`src/rtl/rqm_pkg.sv`:
```
package rqm_pkg;
  typedef enum logic [1:0] {
    FREQ_8K  = 2'd0,
    FREQ_1M5 = 2'd1,
    FREQ_2M  = 2'd2,
    FREQ_19M = 2'd3
  } freq_e;
endpackage

```
`src/rtl/rqm_sync.sv`:
```
module rqm_sync (
  input  logic clk_i,
  input  logic rst_ni,
  input  logic d_i,
  output logic rise_o,
  output logic fall_o
);
  logic s1_q, s2_q, s3_q;

  always_ff @(posedge clk_i or negedge rst_ni) begin
    if (!rst_ni) begin
      s1_q <= 1'b0;
      s2_q <= 1'b0;
      s3_q <= 1'b0;
    end else begin
      s1_q <= d_i;
      s2_q <= s1_q;
      s3_q <= s2_q;
    end
  end

  assign rise_o = s2_q & ~s3_q;
  assign fall_o = ~s2_q & s3_q;

  AST_FALL_GAP: assert property (@(posedge clk_i) disable iff (!rst_ni)
    fall_o |=> !fall_o);
endmodule

```
`src/rtl/rqm_period.sv`:
```
module rqm_period #(
  parameter int unsigned LOS_LIM = 1600,
  localparam int unsigned CW     = $clog2(LOS_LIM + 1)
) (
  input  logic          clk_i,
  input  logic          rst_ni,
  input  logic          fall_i,
  output logic [CW-1:0] period_o,
  output logic          stb_o,
  output logic          los_o
);
  logic [CW-1:0] cnt_q;
  logic          prev_q;
  logic          los_q;

  always_ff @(posedge clk_i or negedge rst_ni) begin
    if (!rst_ni) begin
      cnt_q  <= '0;
      prev_q <= 1'b0;
      los_q  <= 1'b0;
    end else begin
      los_q <= 1'b0;
      if (fall_i) begin
        cnt_q  <= CW'(1);
        prev_q <= 1'b1;
      end else if (cnt_q < CW'(LOS_LIM)) begin
        cnt_q <= cnt_q + CW'(1);
        if (cnt_q == CW'(LOS_LIM - 1)) begin
          los_q  <= 1'b1;
          prev_q <= 1'b0;
        end
      end
    end
  end

  assign period_o = cnt_q;
  assign stb_o    = fall_i & prev_q;
  assign los_o    = los_q;

  AST_PERIOD_FLOOR: assert property (@(posedge clk_i) disable iff (!rst_ni)
    stb_o |-> period_o >= CW'(2));
endmodule

```
`src/rtl/rqm_judge.sv`:
```
module rqm_judge
  import rqm_pkg::*;
#(
  parameter int unsigned CW      = 11,
  parameter int unsigned PER_8K  = 800,
  parameter int unsigned PER_1M5 = 266,
  parameter int unsigned PER_2M  = 200,
  parameter int unsigned PER_19M = 100,
  parameter int unsigned TOL_PCT = 3,
  parameter int unsigned MATCH_N = 4,
  parameter int unsigned RECOV_N = 64,
  parameter int unsigned OFF_N   = 3,
  localparam int unsigned RW     = $clog2(RECOV_N + 1),
  localparam int unsigned OW     = $clog2(OFF_N + 1)
) (
  input  logic          clk_i,
  input  logic          rst_ni,
  input  logic [CW-1:0] period_i,
  input  logic          stb_i,
  input  logic          los_i,
  output freq_e         code_o,
  output logic          valid_o
);
  localparam int NOM_A [4] = '{int'(PER_8K), int'(PER_1M5), int'(PER_2M), int'(PER_19M)};

  logic [3:0] match;
  logic [3:0] hitv;

  for (genvar k = 0; k < 4; k++) begin : g_nom
    localparam int NK   = NOM_A[k];
    localparam int TOLK = NK * int'(TOL_PCT) / 100;
    localparam int HLFK = NK / 2;
    int dev;
    always_comb begin
      dev      = (int'(period_i) > NK) ? int'(period_i) - NK : NK - int'(period_i);
      match[k] = (dev <= TOLK);
      hitv[k]  = (dev > HLFK);
    end
  end

  freq_e          code_q, cand_q, cand_c;
  logic           valid_q;
  logic [RW-1:0]  run_q, run_nx;
  logic [OW-1:0]  off_q;
  logic           match_any, hit_cur;

  always_comb begin
    cand_c = FREQ_8K;
    for (int k = 0; k < 4; k++) begin
      if (match[k]) cand_c = freq_e'(2'(k));
    end
  end

  assign match_any = |match;
  assign hit_cur   = (code_q != FREQ_8K) && hitv[code_q];
  assign run_nx    = (run_q != '0 && cand_q == cand_c && run_q < RW'(RECOV_N)) ? run_q + RW'(1) :
                     (run_q != '0 && cand_q == cand_c) ? run_q : RW'(1);

  always_ff @(posedge clk_i or negedge rst_ni) begin
    if (!rst_ni) begin
      code_q  <= FREQ_8K;
      cand_q  <= FREQ_8K;
      valid_q <= 1'b0;
      run_q   <= '0;
      off_q   <= '0;
    end else if (los_i) begin
      valid_q <= 1'b0;
      run_q   <= '0;
      off_q   <= '0;
    end else if (stb_i) begin
      if (valid_q) begin
        if (hit_cur) begin
          valid_q <= 1'b0;
          run_q   <= '0;
          off_q   <= '0;
        end else if (!match[code_q]) begin
          if (off_q == OW'(OFF_N - 1)) begin
            valid_q <= 1'b0;
            run_q   <= '0;
            off_q   <= '0;
          end else begin
            off_q <= off_q + OW'(1);
          end
        end else begin
          off_q <= '0;
        end
      end else if (match_any) begin
        cand_q <= cand_c;
        run_q  <= run_nx;
        if (run_nx == RW'(MATCH_N)) code_q <= cand_c;
        if (run_nx == RW'(RECOV_N)) begin
          valid_q <= 1'b1;
          off_q   <= '0;
        end
      end else begin
        run_q <= '0;
      end
    end
  end

  assign code_o  = code_q;
  assign valid_o = valid_q;

  AST_CODE_HELD: assert property (@(posedge clk_i) disable iff (!rst_ni)
    valid_q && $past(valid_q) |-> $stable(code_q));
  AST_RISE_AFTER_RUN: assert property (@(posedge clk_i) disable iff (!rst_ni)
    $rose(valid_q) |-> $past(stb_i) && $past(run_q) == RW'(RECOV_N - 1));
  AST_RUN_BOUND: assert property (@(posedge clk_i) disable iff (!rst_ni)
    run_q <= RW'(RECOV_N));
  AST_LOS_DROPS: assert property (@(posedge clk_i) disable iff (!rst_ni)
    los_i |=> !valid_q);
endmodule

```
`src/rtl/ref_quality_monitor.sv`:
```
module ref_quality_monitor
  import rqm_pkg::*;
#(
  parameter int unsigned PER_8K  = 800,
  parameter int unsigned PER_1M5 = 266,
  parameter int unsigned PER_2M  = 200,
  parameter int unsigned PER_19M = 100,
  parameter int unsigned TOL_PCT = 3,
  parameter int unsigned MATCH_N = 4,
  parameter int unsigned RECOV_N = 64,
  parameter int unsigned OFF_N   = 3
) (
  input  logic       clk_i,
  input  logic       rst_ni,
  input  logic [1:0] ref_i,
  input  logic       sel_i,
  output logic [3:0] freq_code_o,
  output logic [1:0] ref_valid_o,
  output logic       sel_valid_o,
  output logic [1:0] sel_code_o,
  output logic       sel_edge_o
);
  localparam int unsigned MAX_A = (PER_8K > PER_1M5) ? PER_8K : PER_1M5;
  localparam int unsigned MAX_B = (PER_2M > PER_19M) ? PER_2M : PER_19M;
  localparam int unsigned MAX_P = (MAX_A > MAX_B) ? MAX_A : MAX_B;
  localparam int unsigned LOS_LIM = 2 * MAX_P;
  localparam int unsigned CW = $clog2(LOS_LIM + 1);

  freq_e      code_w [2];
  logic [1:0] valid_w, rise_w, fall_w, edge_w;

  for (genvar ch = 0; ch < 2; ch++) begin : g_ch
    logic [CW-1:0] period;
    logic          stb, los;

    rqm_sync i_sync (
      .clk_i (clk_i),
      .rst_ni(rst_ni),
      .d_i   (ref_i[ch]),
      .rise_o(rise_w[ch]),
      .fall_o(fall_w[ch])
    );

    rqm_period #(.LOS_LIM(LOS_LIM)) i_period (
      .clk_i   (clk_i),
      .rst_ni  (rst_ni),
      .fall_i  (fall_w[ch]),
      .period_o(period),
      .stb_o   (stb),
      .los_o   (los)
    );

    rqm_judge #(
      .CW(CW), .PER_8K(PER_8K), .PER_1M5(PER_1M5), .PER_2M(PER_2M), .PER_19M(PER_19M),
      .TOL_PCT(TOL_PCT), .MATCH_N(MATCH_N), .RECOV_N(RECOV_N), .OFF_N(OFF_N)
    ) i_judge (
      .clk_i   (clk_i),
      .rst_ni  (rst_ni),
      .period_i(period),
      .stb_i   (stb),
      .los_i   (los),
      .code_o  (code_w[ch]),
      .valid_o (valid_w[ch])
    );

    assign edge_w[ch] = (code_w[ch] == FREQ_19M) ? rise_w[ch] : fall_w[ch];
  end

  assign freq_code_o = {code_w[1], code_w[0]};
  assign ref_valid_o = valid_w;
  assign sel_valid_o = sel_i ? valid_w[1] : valid_w[0];
  assign sel_code_o  = sel_i ? code_w[1] : code_w[0];
  assign sel_edge_o  = sel_i ? edge_w[1] : edge_w[0];
endmodule

```
`config.mk`:
```
export PLATFORM = sky130hd
export DESIGN_NAME = ref_quality_monitor
export DESIGN_NICKNAME = d
export VERILOG_FILES = /design/src/rtl/rqm_pkg.sv /design/src/rtl/rqm_sync.sv /design/src/rtl/rqm_period.sv /design/src/rtl/rqm_judge.sv /design/src/rtl/ref_quality_monitor.sv
export SDC_FILE = /design/constraint.sdc
export NUM_CORES = 1
export LEC_CHECK = 0
export BUFFER_PORTS_ARGS = -buffer_cell sky130_fd_sc_hd__buf_2
export CAP_MARGIN = 20
export CELL_PAD_IN_SITES_DETAIL_PLACEMENT = 2
export CELL_PAD_IN_SITES_GLOBAL_PLACEMENT = 2
export CORE_MARGIN = 2
export CORE_UTILIZATION = 40
export DETAILED_ROUTE_END_ITERATION = 12
export PLACE_DENSITY = 0.86
export SYNTH_ARGS = -nofsm -noshare
export SYNTH_HDL_FRONTEND = slang
export SYNTH_HIERARCHICAL = 1
export SYNTH_SLANG_ARGS = --single-unit
```
`constraint.sdc`:
```
create_clock -name clk_i -period 4.4 [get_ports clk_i]
set_clock_uncertainty 0.15 [all_clocks]
set_input_delay 0.22 -clock clk_i [delete_from_list [all_inputs] [get_ports clk_i]]
set_output_delay 0.22 -clock clk_i [all_outputs]
set_load 0.02 [all_outputs]
```
==> flow_metrics.tcl <==
set metrics [dict create \
    min_period_ps 4470 \
    clk_pin_slew_ps 70 \
    portBuffers 14 \
    syn-instance-count 988 \
    synth_edf_count 0 \
    fp-row-count 51 \
    start_util 0.404 \
    synth_fa_ha_area_frac 0.0801 \
    die_w_um 144 \
    fmax_ghz 0.224 \
    dieArea_um2 20700 \
    gp_congestion 0.883 \
    cts_buffers 9 \
    insertion_delay_ps 360 \
    rr_endpoint "g_ch[0].i_judge/code_o[0]" \
    dr.pass1.iters 5 \
    area_growth_syn_to_layout_pct 12.3 \
    yosysWarningCount 6 \
    synthArstFlopShare 1.00 \
    finalHoldViolations 0 \
    drt_wl_total_mm 36.9 \
    htreeDepth 3 \
    syn_area_um2 7810 \
    tns_ps -128 \
    fin_cells 1285 \
    cp_top_family "simple AND/OR/NAND/NOR gates" \
    timing.rr.start "g_ch[0].i_period/period_o[5]" \
    ios 15 \
    slowest_delay_ps 600 \
    dieHeight_um 144 \
    crit_type "flop to flop" \
    grt_pass1_vias 9420 \
    hold_path.class "input port to asynchronous set/reset pin" \
    synth_seq_cells 60 \
    cp_slowest_cell "dfrtp_1" \
    synth_xor_area_frac 0.0266 \
    synth_top_family_by_area "compound AO/OA/AOI/OAI gates" \
    ir_worst_vdd_v 0.000312 \
    synthMuxAreaShare 0.0572 \
    timing.final.ws_setup_ps -72.6 \
    maxSlewHeadroom 0.501 \
    crit_top_cell "buf_4" \
    cts_sinks 60 \
    drive_gt1_frac 0.166 \
    critPathBufInv 2 \
    fin_crit_sh 1.02 \
    cp_cell_sequence "buf_4 -> ha_1 -> a21boi_0 -> nor3b_1 -> a211oi_4 -> a2111oi_4 -> buf_4 -> a2111o_1 -> and4bb_1 -> or3_4 -> nand4_1 -> mux2_1" \
    drc 0 \
    cp.required_ps 4480 \
    setup_viol 2 \
    grt_util_all_layers 0.337 \
    arrival_ps 4560 \
    core-area_um2 19300 \
    total_power_mw 3.98 \
    first_iter_violations 749 \
    final_nets 1069 \
    grt.overflow.total 0 \
    syn_nets 1043 \
    rr_worst_depth 12 \
    cap_violations 0 \
    grt_start_max_net_pins 46 \
    slew_violations 0 \
    holdWs_ps 196 \
    cp-end-kind "flop" \
    fin_util 0.454 \
    wire_per_inst_um 28.7 \
    fill_cells 2175 \
    syn_avg_cell_area_um2 7.91 \
    r2r_slack_ps -70 \
    leakage_nw 3.70 \
    synth_flop_cell "dfrtp_1" \
    critPathLaunchType "flop" \
    vias 8888 \
    clockRootBuffer "clkbuf_16" \
    ys_types 90 \
    grt_pass1_wl_mm 54.5 \
    status "finished with violations" \
    cts.path.max_buffers 2 \
    powerDensity_nw_per_um2 454 \
    cts_tree "built" \
    tightest_slew_ps 746 \
    synth.yosys.seq_area_share 0.192 \
    final_antenna_net_count 0 \
    dpl.cell_count 1262 \
    hpwl_mm 23.5 \
    synth_compound_area_frac 0.306 \
    grt_antenna_before_repair 1 \
    yosys.area_share.simple 0.283 \
    violations "negative setup slack" \
    viasPerCell 6.92 \
    crit_fanout 12 \
]
-- routing by layer --
metal / vias up / track usage / part of all wire
met1: 4542 / 0.400 / 0.40
met3: 163 / 0.0603 / 0.045
met4: 0 / 0.177 / 0.054
li1: 3803 / - / -
met5: - / 0 / 0
met2: 380 / 0.580 / 0.50
-- power by group --
part / internal, mW / total [mW] / leakage, nW / switching [mW]
clock network: 0.497 / 0.824 / 0.149 / 0.327
registers: 0.628 / 0.724 / 0.785 / 0.0964
logic: 0.834 / 2.43 / 2.77 / 1.60
total: 1.96 / 3.98 / 3.70 / 2.02
-- cell usage after synthesis (all sizes together) (24+ instances only) --
master,n,area [um2]
clkbuf,34,130
nand3,26,130
nor2b,36,225
inv,40,150
nand2,81,304
o21ai,70,350
a21oi,53,273
ha,50,626
nand4,34,213
dfrtp,60,1500
buf,24,153
nor3,34,170
nor2,90,343
-- cells in the final DEF (no fill, tap or decap), types with 5 or more instances in the layout --
cell type and n:
xnor2_1 18, or3_1 8, a21boi_0 6, mux2i_1 21, dfrtp_1 60, buf_4 55, a211oi_1 12, a21oi_1 51
o211ai_1 16, buf_2 14, and3_1 16, or2_2 8, a31oi_1 12, a21o_1 8, nor3_1 34, nand3_1 26
mux2_1 7, a2111o_1 6, a311oi_1 5, o21ai_1 9, and4b_1 10, mux2_2 14, nor2b_1 34, inv_1 36
nand2_1 81, nand2b_1 16, o21ai_0 60, clkbuf_16 9, o2bb2ai_1 6, ha_1 46, and2_1 12, a211o_1 5
o311ai_1 6, nor2_1 88, nand4_1 34, nor4_1 8, o31ai_1 6
-- cell type report --
cell class | instances | area, um2 | share of cell area
Antenna cell | 1 | 2.50 | 0.000285
Sequential cell | 60 | 1500 | 0.171
Multi-Input combinational cell | 830 | 5940 | 0.677
Clock inverter | 6 | 88.8 | 0.0101
Inverter | 40 | 150 | 0.0171
Timing Repair Buffer | 73 | 533 | 0.0607
Tap cell | 265 | 332 | 0.0378
Clock buffer | 10 | 229 | 0.0261
-- logic make-up after synthesis --
logic type,after synthesis
compound gates,305
xor+xnor,22
fa+ha+maj,50
buf+inv,98
flops,60
mux,42
simple gates,411
-- worst max path at each step --
stage                                      to                    startpoint  depth (start not counted)
finish              g_ch[0].i_judge/code_o[0]  g_ch[0].i_period/period_o[5]                         12
global route        g_ch[0].i_judge/code_o[0]  g_ch[0].i_period/period_o[5]                         12
CTS                 g_ch[0].i_judge/code_o[0]  g_ch[0].i_period/period_o[2]                         13
detailed placement  g_ch[0].i_judge/code_o[0]  g_ch[0].i_period/period_o[2]                         13
global placement    g_ch[0].i_judge/code_o[0]  g_ch[0].i_period/period_o[2]                         13
floorplan           g_ch[0].i_judge/code_o[1]  g_ch[0].i_period/period_o[2]                         13
-- registers in the layout (all words and copies together), names as in the netlist --
register / flops
g_ch.i_sync/s1_q: 2
g_ch.i_judge/code_o: 4
g_ch.i_judge/valid_o: 2
g_ch.i_period/prev_q: 2
g_ch.i_period/los_o: 2
g_ch.i_judge/off_q: 4
g_ch.i_period/period_o: 22
g_ch.i_sync/s3_q: 2
g_ch.i_judge/run_q: 14
g_ch.i_judge/cand_q: 4
g_ch.i_sync/s2_q: 2
-- timing repair --
item | in CTS | in global routing
hold buffers | 3 | 0
buffers inserted | 0 | 3
hold endpoints to repair | 17 | 0
setup endpoints to repair | 0 | 19
gates resized for setup | 0 | 15
-- per-stage QoR --
step	instance area (um2)	setup WS (ps)
3_3_place_gp	8340	336
3_5_place_dp	8340	273
5_1_grt	8780	-162
2_1_floorplan	7810	423
4_1_cts	8690	168
6_report	8780	-72.6
(Power assumes the default switching activity.)
